<file path="config.mk">
export PLATFORM = sky130hd
export DESIGN_NAME = mem_guard_top
export DESIGN_NICKNAME = d
export VERILOG_FILES = /design/src/rtl/mem_guard_pkg.sv /design/src/rtl/mem_guard_ctl.sv /design/src/rtl/mem_guard_dp.sv /design/src/rtl/mem_guard_top.sv
export SDC_FILE = /design/constraint.sdc
export NUM_CORES = 1
export LEC_CHECK = 0
export BUFFER_PORTS_ARGS = -buffer_cell sky130_fd_sc_hd__buf_2
export CORE_UTILIZATION = 40
export CTS_CLUSTER_SIZE = 16
export DETAILED_ROUTE_END_ITERATION = 8
export SYNTH_ARGS = -nofsm -noshare
export SYNTH_HDL_FRONTEND = slang
export SYNTH_SLANG_ARGS = --single-unit
</file>
<file path="constraint.sdc">
create_clock -name clk -period 4.5 [get_ports clk]
set_clock_uncertainty 0.05 [all_clocks]
set_input_delay 0.225 -clock clk [delete_from_list [all_inputs] [get_ports clk]]
set_output_delay 0.225 -clock clk [all_outputs]
set_load 0.01 [all_outputs]
</file>
<file path="src/rtl/mem_guard_pkg.sv">
package mem_guard_pkg;
  typedef enum logic [1:0] {RD_NONE, RD_AREA, RD_CTRL} rd_sel_e;

  typedef struct packed {
    logic    areaLoad;
    logic    ctrlLoad;
    rd_sel_e rdSel;
    logic [7:0] areaNum;
  } cfg_stb_t;

  // bit 0 enable, bit 1 no-write, bit 2 no-user
  typedef struct packed {
    logic noUsr;
    logic noWr;
    logic en;
  } attr_t;
endpackage

</file>
<file path="src/rtl/mem_guard_ctl.sv">
module mem_guard_ctl
  import mem_guard_pkg::*;
#(
  parameter int NUM_AREAS = 16,
  parameter int CFG_IDX_W = $clog2(NUM_AREAS + 1)
) (
  input  logic                 cfgWe,
  input  logic [CFG_IDX_W-1:0] cfgIdx,
  output cfg_stb_t             stb
);
  // Decode the register index into load and read-select strobes
  always_comb begin
    stb       = '0;
    stb.rdSel = RD_NONE;
    if (cfgIdx < CFG_IDX_W'(NUM_AREAS)) begin
      stb.rdSel    = RD_AREA;
      stb.areaLoad = cfgWe;
      stb.areaNum  = 8'(cfgIdx);
    end else if (cfgIdx == CFG_IDX_W'(NUM_AREAS)) begin
      stb.rdSel    = RD_CTRL;
      stb.ctrlLoad = cfgWe;
    end
  end
endmodule

</file>
<file path="src/rtl/mem_guard_dp.sv">
module mem_guard_dp
  import mem_guard_pkg::*;
#(
  parameter int NUM_AREAS  = 16,
  parameter int ADDR_W     = 32,
  parameter int MIN_LOG    = 10,
  parameter int MAX_LOG    = 20,
  parameter int CODE_W     = 4,
  parameter int PERIPH_LOG = 28,
  parameter logic [ADDR_W-1:0] PERIPH_BASE = 32'hF000_0000,
  parameter int AIDX_W     = $clog2(NUM_AREAS)
) (
  input  logic              clk,
  input  logic              rstN,
  input  cfg_stb_t          stb,
  input  logic [ADDR_W-1:0] cfgWdata,
  output logic [ADDR_W-1:0] cfgRdata,
  input  logic              accValid,
  input  logic [ADDR_W-1:0] accAddr,
  input  logic              accWrite,
  input  logic              accUser,
  output logic              violation,
  output logic              hitAny,
  output logic [AIDX_W-1:0] hitIdx,
  output logic              unitEn
);
  localparam int BASE_W  = ADDR_W - MIN_LOG;
  localparam int SPAN    = MAX_LOG - MIN_LOG;
  localparam int LOW_PAD = MIN_LOG - CODE_W - 4;

  logic [NUM_AREAS-1:0][BASE_W-1:0] areaBase;
  logic [NUM_AREAS-1:0][CODE_W-1:0] areaCode;
  attr_t [NUM_AREAS-1:0]            areaAttr;
  logic [NUM_AREAS-1:0]             match;
  logic [AIDX_W-1:0]                rdN;
  attr_t                            ctrlQ;

  assign rdN = stb.areaNum[AIDX_W-1:0];

  for (genvar i = 0; i < NUM_AREAS; i++) begin : g_area
    logic [BASE_W-1:0] baseQ;
    logic [CODE_W-1:0] codeQ;
    attr_t             attrQ;
    logic [CODE_W-1:0] effLog;
    logic [BASE_W-1:0] spanMask;

    always_ff @(posedge clk or negedge rstN) begin
      if (!rstN) begin
        baseQ <= '0;
        codeQ <= '0;
        attrQ <= '0;
      end else if (stb.areaLoad && rdN == AIDX_W'(i)) begin
        baseQ <= cfgWdata[ADDR_W-1:MIN_LOG];
        codeQ <= cfgWdata[CODE_W+3:4];
        attrQ <= attr_t'(cfgWdata[2:0]);
      end
    end

    // Size codes beyond the largest size saturate
    assign effLog   = (codeQ > CODE_W'(SPAN)) ? CODE_W'(SPAN) : codeQ;
    assign spanMask = ~((BASE_W'(1) << effLog) - BASE_W'(1));
    assign match[i] = attrQ.en &&
                      (((accAddr[ADDR_W-1:MIN_LOG] ^ baseQ) & spanMask) == '0);
    assign areaBase[i] = baseQ;
    assign areaCode[i] = codeQ;
    assign areaAttr[i] = attrQ;
  end

  always_ff @(posedge clk or negedge rstN) begin
    if (!rstN)             ctrlQ <= '0;
    else if (stb.ctrlLoad) ctrlQ <= attr_t'(cfgWdata[2:0]);
  end

  // Lowest-numbered matching area wins
  logic [AIDX_W-1:0] firstIdx;
  logic              anyMatch;
  always_comb begin
    firstIdx = '0;
    anyMatch = 1'b0;
    for (int k = NUM_AREAS - 1; k >= 0; k--) begin
      if (match[k]) begin
        anyMatch = 1'b1;
        firstIdx = AIDX_W'(k);
      end
    end
  end

  logic  inPeriph;
  attr_t selAttr;
  logic  active;

  assign inPeriph = accAddr[ADDR_W-1:PERIPH_LOG] == PERIPH_BASE[ADDR_W-1:PERIPH_LOG];
  assign active   = accValid && ctrlQ.en;

  always_comb begin
    if (inPeriph)      selAttr = '{noUsr: ctrlQ.noUsr, noWr: ctrlQ.noWr, en: 1'b1};
    else if (anyMatch) selAttr = areaAttr[firstIdx];
    else               selAttr = '0;
  end

  assign violation = active && selAttr.en &&
                     ((selAttr.noWr && accWrite) || (selAttr.noUsr && accUser));
  assign hitAny    = active && !inPeriph && anyMatch;
  assign hitIdx    = hitAny ? firstIdx : '0;
  assign unitEn    = ctrlQ.en;

  always_comb begin
    case (stb.rdSel)
      RD_AREA: cfgRdata = {areaBase[rdN], {LOW_PAD{1'b0}}, areaCode[rdN], 1'b0, areaAttr[rdN]};
      RD_CTRL: cfgRdata = {{(ADDR_W-3){1'b0}}, ctrlQ};
      default: cfgRdata = '0;
    endcase
  end

  logic unusedBits;
  assign unusedBits = ^{cfgWdata[MIN_LOG-1:CODE_W+4], cfgWdata[3],
                        stb.areaNum[7:AIDX_W], accAddr[MIN_LOG-1:0]};
endmodule

</file>
<file path="src/rtl/mem_guard_top.sv">
module mem_guard_top
  import mem_guard_pkg::*;
#(
  parameter int NUM_AREAS  = 16,
  parameter int ADDR_W     = 32,
  parameter int MIN_LOG    = 10,
  parameter int MAX_LOG    = 20,
  parameter int CODE_W     = 4,
  parameter int PERIPH_LOG = 28,
  parameter logic [ADDR_W-1:0] PERIPH_BASE = 32'hF000_0000
) (
  input  logic                           clk,
  input  logic                           rstN,
  input  logic                           cfgWe,
  input  logic [$clog2(NUM_AREAS+1)-1:0] cfgIdx,
  input  logic [ADDR_W-1:0]              cfgWdata,
  output logic [ADDR_W-1:0]              cfgRdata,
  input  logic                           accValid,
  input  logic [ADDR_W-1:0]              accAddr,
  input  logic                           accWrite,
  input  logic                           accUser,
  output logic                           violation,
  output logic                           hitAny,
  output logic [$clog2(NUM_AREAS)-1:0]   hitIdx
);
  localparam int CFG_IDX_W = $clog2(NUM_AREAS + 1);
  localparam int AIDX_W    = $clog2(NUM_AREAS);

  cfg_stb_t stb;
  logic     unitEn;

  mem_guard_ctl #(.NUM_AREAS(NUM_AREAS), .CFG_IDX_W(CFG_IDX_W)) u_ctl (
    .cfgWe (cfgWe),
    .cfgIdx(cfgIdx),
    .stb   (stb)
  );

  mem_guard_dp #(
    .NUM_AREAS(NUM_AREAS), .ADDR_W(ADDR_W), .MIN_LOG(MIN_LOG), .MAX_LOG(MAX_LOG),
    .CODE_W(CODE_W), .PERIPH_LOG(PERIPH_LOG), .PERIPH_BASE(PERIPH_BASE), .AIDX_W(AIDX_W)
  ) u_dp (
    .clk      (clk),
    .rstN     (rstN),
    .stb      (stb),
    .cfgWdata (cfgWdata),
    .cfgRdata (cfgRdata),
    .accValid (accValid),
    .accAddr  (accAddr),
    .accWrite (accWrite),
    .accUser  (accUser),
    .violation(violation),
    .hitAny   (hitAny),
    .hitIdx   (hitIdx),
    .unitEn   (unitEn)
  );
endmodule

</file>
==> results.md <==
* Num rows at 99
* Leakage at 15.10 nW
* Worst R2R End: u_dp.g_area[10].codeQ[1]
* Critical Path Slowest Stage Cell: or4_4
* Distinct cells, synth at 92
* Fin. max-slew vios at 0
* Placed inst area at 32700 um^2
* TritonRoute pass-1 iters at 6
* Reg-to-Reg Start: u_dp.g_area[10].codeQ[1]
* Share of the synthesized area in the top cell type at 39.60%
* Root buffer cell: clkbuf_16
* TritonCTS Sinks at 467
* Synthesis warning total at 0
* Max Used Layer: met4
* # DRC at 0
* Hold EP: u_dp.g_area[10].baseQ[14]
* GRT Overall Usage at 32.67%
* Mapped Area at 29510 um^2
* Worst hold path cell count at 2
* Post-route cell area at 35490 um^2
* Part of the Yosys area used for sequential elements at 39.60%
* H-tree depth at 2
* Clk slew on worst S/H paths at 0.06 ns
* Vias at 26323
* Hold crit path type: input port to flip-flop
* Overflow left after global routing at 0
* Hold path startpoint: cfgWdata[24]
* Mean Syn Cell Area at 10.20 um^2
* Crit-path cells: xor2_1, nor4_1, buf_4, a22oi_1, or4_4, or2_4, a311oi_4, or3_4, a41o_4, buf_12, mux2i_4, o32ai_2, nor4b_2, nand2_1, buf_2
* Number of synthesized flops with an enable pin at 0
* Worst Hold Slack at 0.04797 ns
* Worst vdd ir at 0.2983 mV
* Max_cap viols at 0
* Largest area contributor in the synthesized netlist: dfrtp_1
* Pin count of the biggest net entering global routing at 117
* Number of antenna violations at the first check in global routing at 5
* RSZ-0062 raised after global routing: yes
* Fin. Hold Viols at 0
* Most common flop cell mapped by yosys: dfrtp_1
* DIE AREA at 74860 um^2
* Worst-Skew Late Latency at 0.66 ns
* Post-route minimum period at 5.033 ns
* Layout Nets at 3205
* Die W at 273.6 um
* Final ANT Viol Nets at 0
* Final WL at 124.8 mm
* Max Root-Sink Buffers at 3
* Period utilisation layout at 111.8%
* Reg-to-reg slack, setup at 3.36 ns
* Slew @ Worst Pin at 1.292 ns
* Final WS setup at -0.5331 ns
* First-pass GRT wire length at 178.4 mm
* Hpwl dp at 91.82 mm
* Cts bufs inserted at 55
* Met2 Wirelength at 55.50 mm
* Metal3 WL at 9.532 mm
* Startpoint types: flip-flop
* Critical-path maximum fanout at 6
* Worst reg-to-reg path cell count at 3
* Asr flop ratio synth at 100.0%
* Total power divided by cell area at 437.4 nW/um^2
* Chip Height at 273.6 um
* Routed len/inst at 30.32 um
* Ratio of cells with drive above 1 in the final layout at 36.34%
* Total core area at 72960 um^2
* Crit-path max cell delay at 0.58 ns
* Placer congestion estimate at 1.052
* Initial core utilization at 40.44%
* I/O pin count at 113
* Input/output buffers at 96
* M1 wire length at 53.10 mm
* CTS tree: yes
* Crit. End Element: primary output
* DR vias/cell at 6.392
* CP Class: flip-flop to primary output
* P&R area growth vs syn at 20.27%
* Worst Path Required at 4.22 ns
* Status: finished with violations
* Failing checks: setup timing
* Pre-CTS worst setup slack at -0.1132 ns
* Post-Synthesis Cells at 2893
* Vias in the first global route at 25318
* Crit path arrival time at 4.76 ns
* Top cells by area, synth: dfrtp_1 (40%), mux2_2 (18%), xnor2_1 (7.0%)
* Setup Viol. Count Final at 4
* Upper clock frequency limit at 0.1987 GHz
* FF+latch count, synth at 467
* Initial DRC Count at 3079
* Slew margin rel. at 13.84%
cells in the mapped netlist, types with 8 or more instances:
library cell and n:
xnor2_1 235, nand2b_1 15, a211oi_1 12, nor2b_1 24, a31oi_1 14, o21ai_0 170, and3_1 8, nor4_1 39
dfrtp_1 467, mux2_2 472, clkbuf_1 183, buf_6 13, nand4_1 84, nor3_1 58, xor2_1 133, o221ai_1 27
or4_1 22, o21bai_1 16, buf_2 30, o22ai_1 195, nor2_1 107, a21o_1 11, buf_1 32, ha_1 16
or3_1 17, a21oi_1 74, o21a_1 10, nand2_1 106, o211ai_1 21, buf_4 15, inv_1 23, a22oi_1 24
nor4b_1 21, mux2i_1 15, nand3_1 36
placed cells by master, fill, tap and decap left out, drive strengths merged, types with 8 or more instances in the layout:
master  count
ha         16
nand3      36
inv        25
mux2      473
and2        8
buf       434
or4        23
nand4      84
xor2      133
xnor2     236
o21ai     173
nor4       39
a31oi      14
a21oi      74
o221ai     27
a22oi      24
o22ai     196
nor4b      25
nand2     106
nor2b      24
dfrtp     467
o21bai     16
a21o       11
nand2b     15
o21a       10
bufinv     10
or3        17
nor2      108
o211ai     21
and3        8
clkbuf     66
a211oi     12
nor3       58
clkinv     20
mux2i      15
layout make-up:
| class | count | area [um^2] |
|---|---|---|
| fillers | 6686 | 37470 |
| multi-input cells | 2131 | 17290 |
| flip-flops and latches | 467 | 11690 |
| repair buffers | 435 | 3274 |
| clock buffers | 66 | 1448 |
| well taps | 959 | 1200 |
| clock inverters | 33 | 489.2 |
| inverters | 24 | 90.09 |
| diodes | 3 | 7.507 |
kinds of logic after synthesis:
logic type	Yosys count	synth area share [%]
XOR/XNOR	369	10.98
flip-flops	467	39.60
AO/OA/AOI/OAI	665	14.66
adder cells (fa/ha/maj)	16	0.6784
other	1	0.01271
AND/OR/NAND/NOR	589	11.00
buffers and inverters	297	4.427
multiplexers	489	18.64
registers in the layout (all words and copies together), names as in the netlist:
| register | cells |
|---|---|
| u_dp.unitEn | 1 |
| u_dp.g_area.codeQ | 64 |
| u_dp.areaAttr | 48 |
| u_dp.ctrlQ | 2 |
| u_dp.g_area.baseQ | 352 |
worst max-delay path, delay by kind of cell, from the launching register on:
kind / cells / cell delay, ns
xor+xnor: 1 / 0.15
compound gates: 4 / 0.82
flops: 1 / 0.41
mux: 1 / 0.23
buf+inv: 3 / 0.48
simple gates: 6 / 1.98
where the power goes:
part	total, mW	switching (mW)	internal (mW)
logic	4.92	2.67	2.24
registers	5.73	0.787	4.94
clock network	4.88	2.00	2.88
total	15.5	5.46	10.1
through the flow:
step           setup TNS (ns)  instances  total power [mW]  utilization (%)
2_1_floorplan               0       2895             8.497                -
3_3_place_gp          -0.1161       3993             10.23            44.82
3_5_place_dp          -0.1132       3993             10.35            44.82
4_1_cts               -0.8923       4103             15.33            48.09
5_1_grt                -1.836       4115             16.12            48.63
6_report               -1.098       4118             15.52            48.64
routing by layer:
| metal | up-vias | global-route usage (%) |
|---|---|---|
| met3 | 305 | 4.456 |
| li1 | 11181 | - |
| met4 | 0 | 15.94 |
| met1 | 13456 | 45.20 |
| met2 | 1381 | 50.09 |
| met5 | - | 0 |
timing repair:
| action | 4_1_cts | 5_1_grt |
|---|---|---|
| setup endpoints to repair | 6 | 6 |
| buffers inserted | 12 | 13 |
| hold endpoints to repair | 88 | 0 |
| pin swaps | 33 | 36 |
| gates resized for setup | 77 | 60 |
| hold buffers | 1 | 0 |
how the worst max path moves through the flow:
stage	startpoint	endpoint	slack, ns	depth (start not counted)
6_report	u_dp.g_area[12].baseQ[14]	violation	-0.53	15
5_1_grt	u_dp.g_area[0].codeQ[1]	violation	-0.64	16
4_1_cts	u_dp.g_area[4].codeQ[2]	violation	-0.51	18
3_5_place_dp	u_dp.g_area[12].codeQ[1]	violation	-0.11	17
3_3_place_gp	u_dp.g_area[10].codeQ[0]	violation	-0.12	16
2_1_floorplan	u_dp.g_area[10].codeQ[1]	violation	0.11	15
No activity file was read; power rests on OpenSTA's default activity.
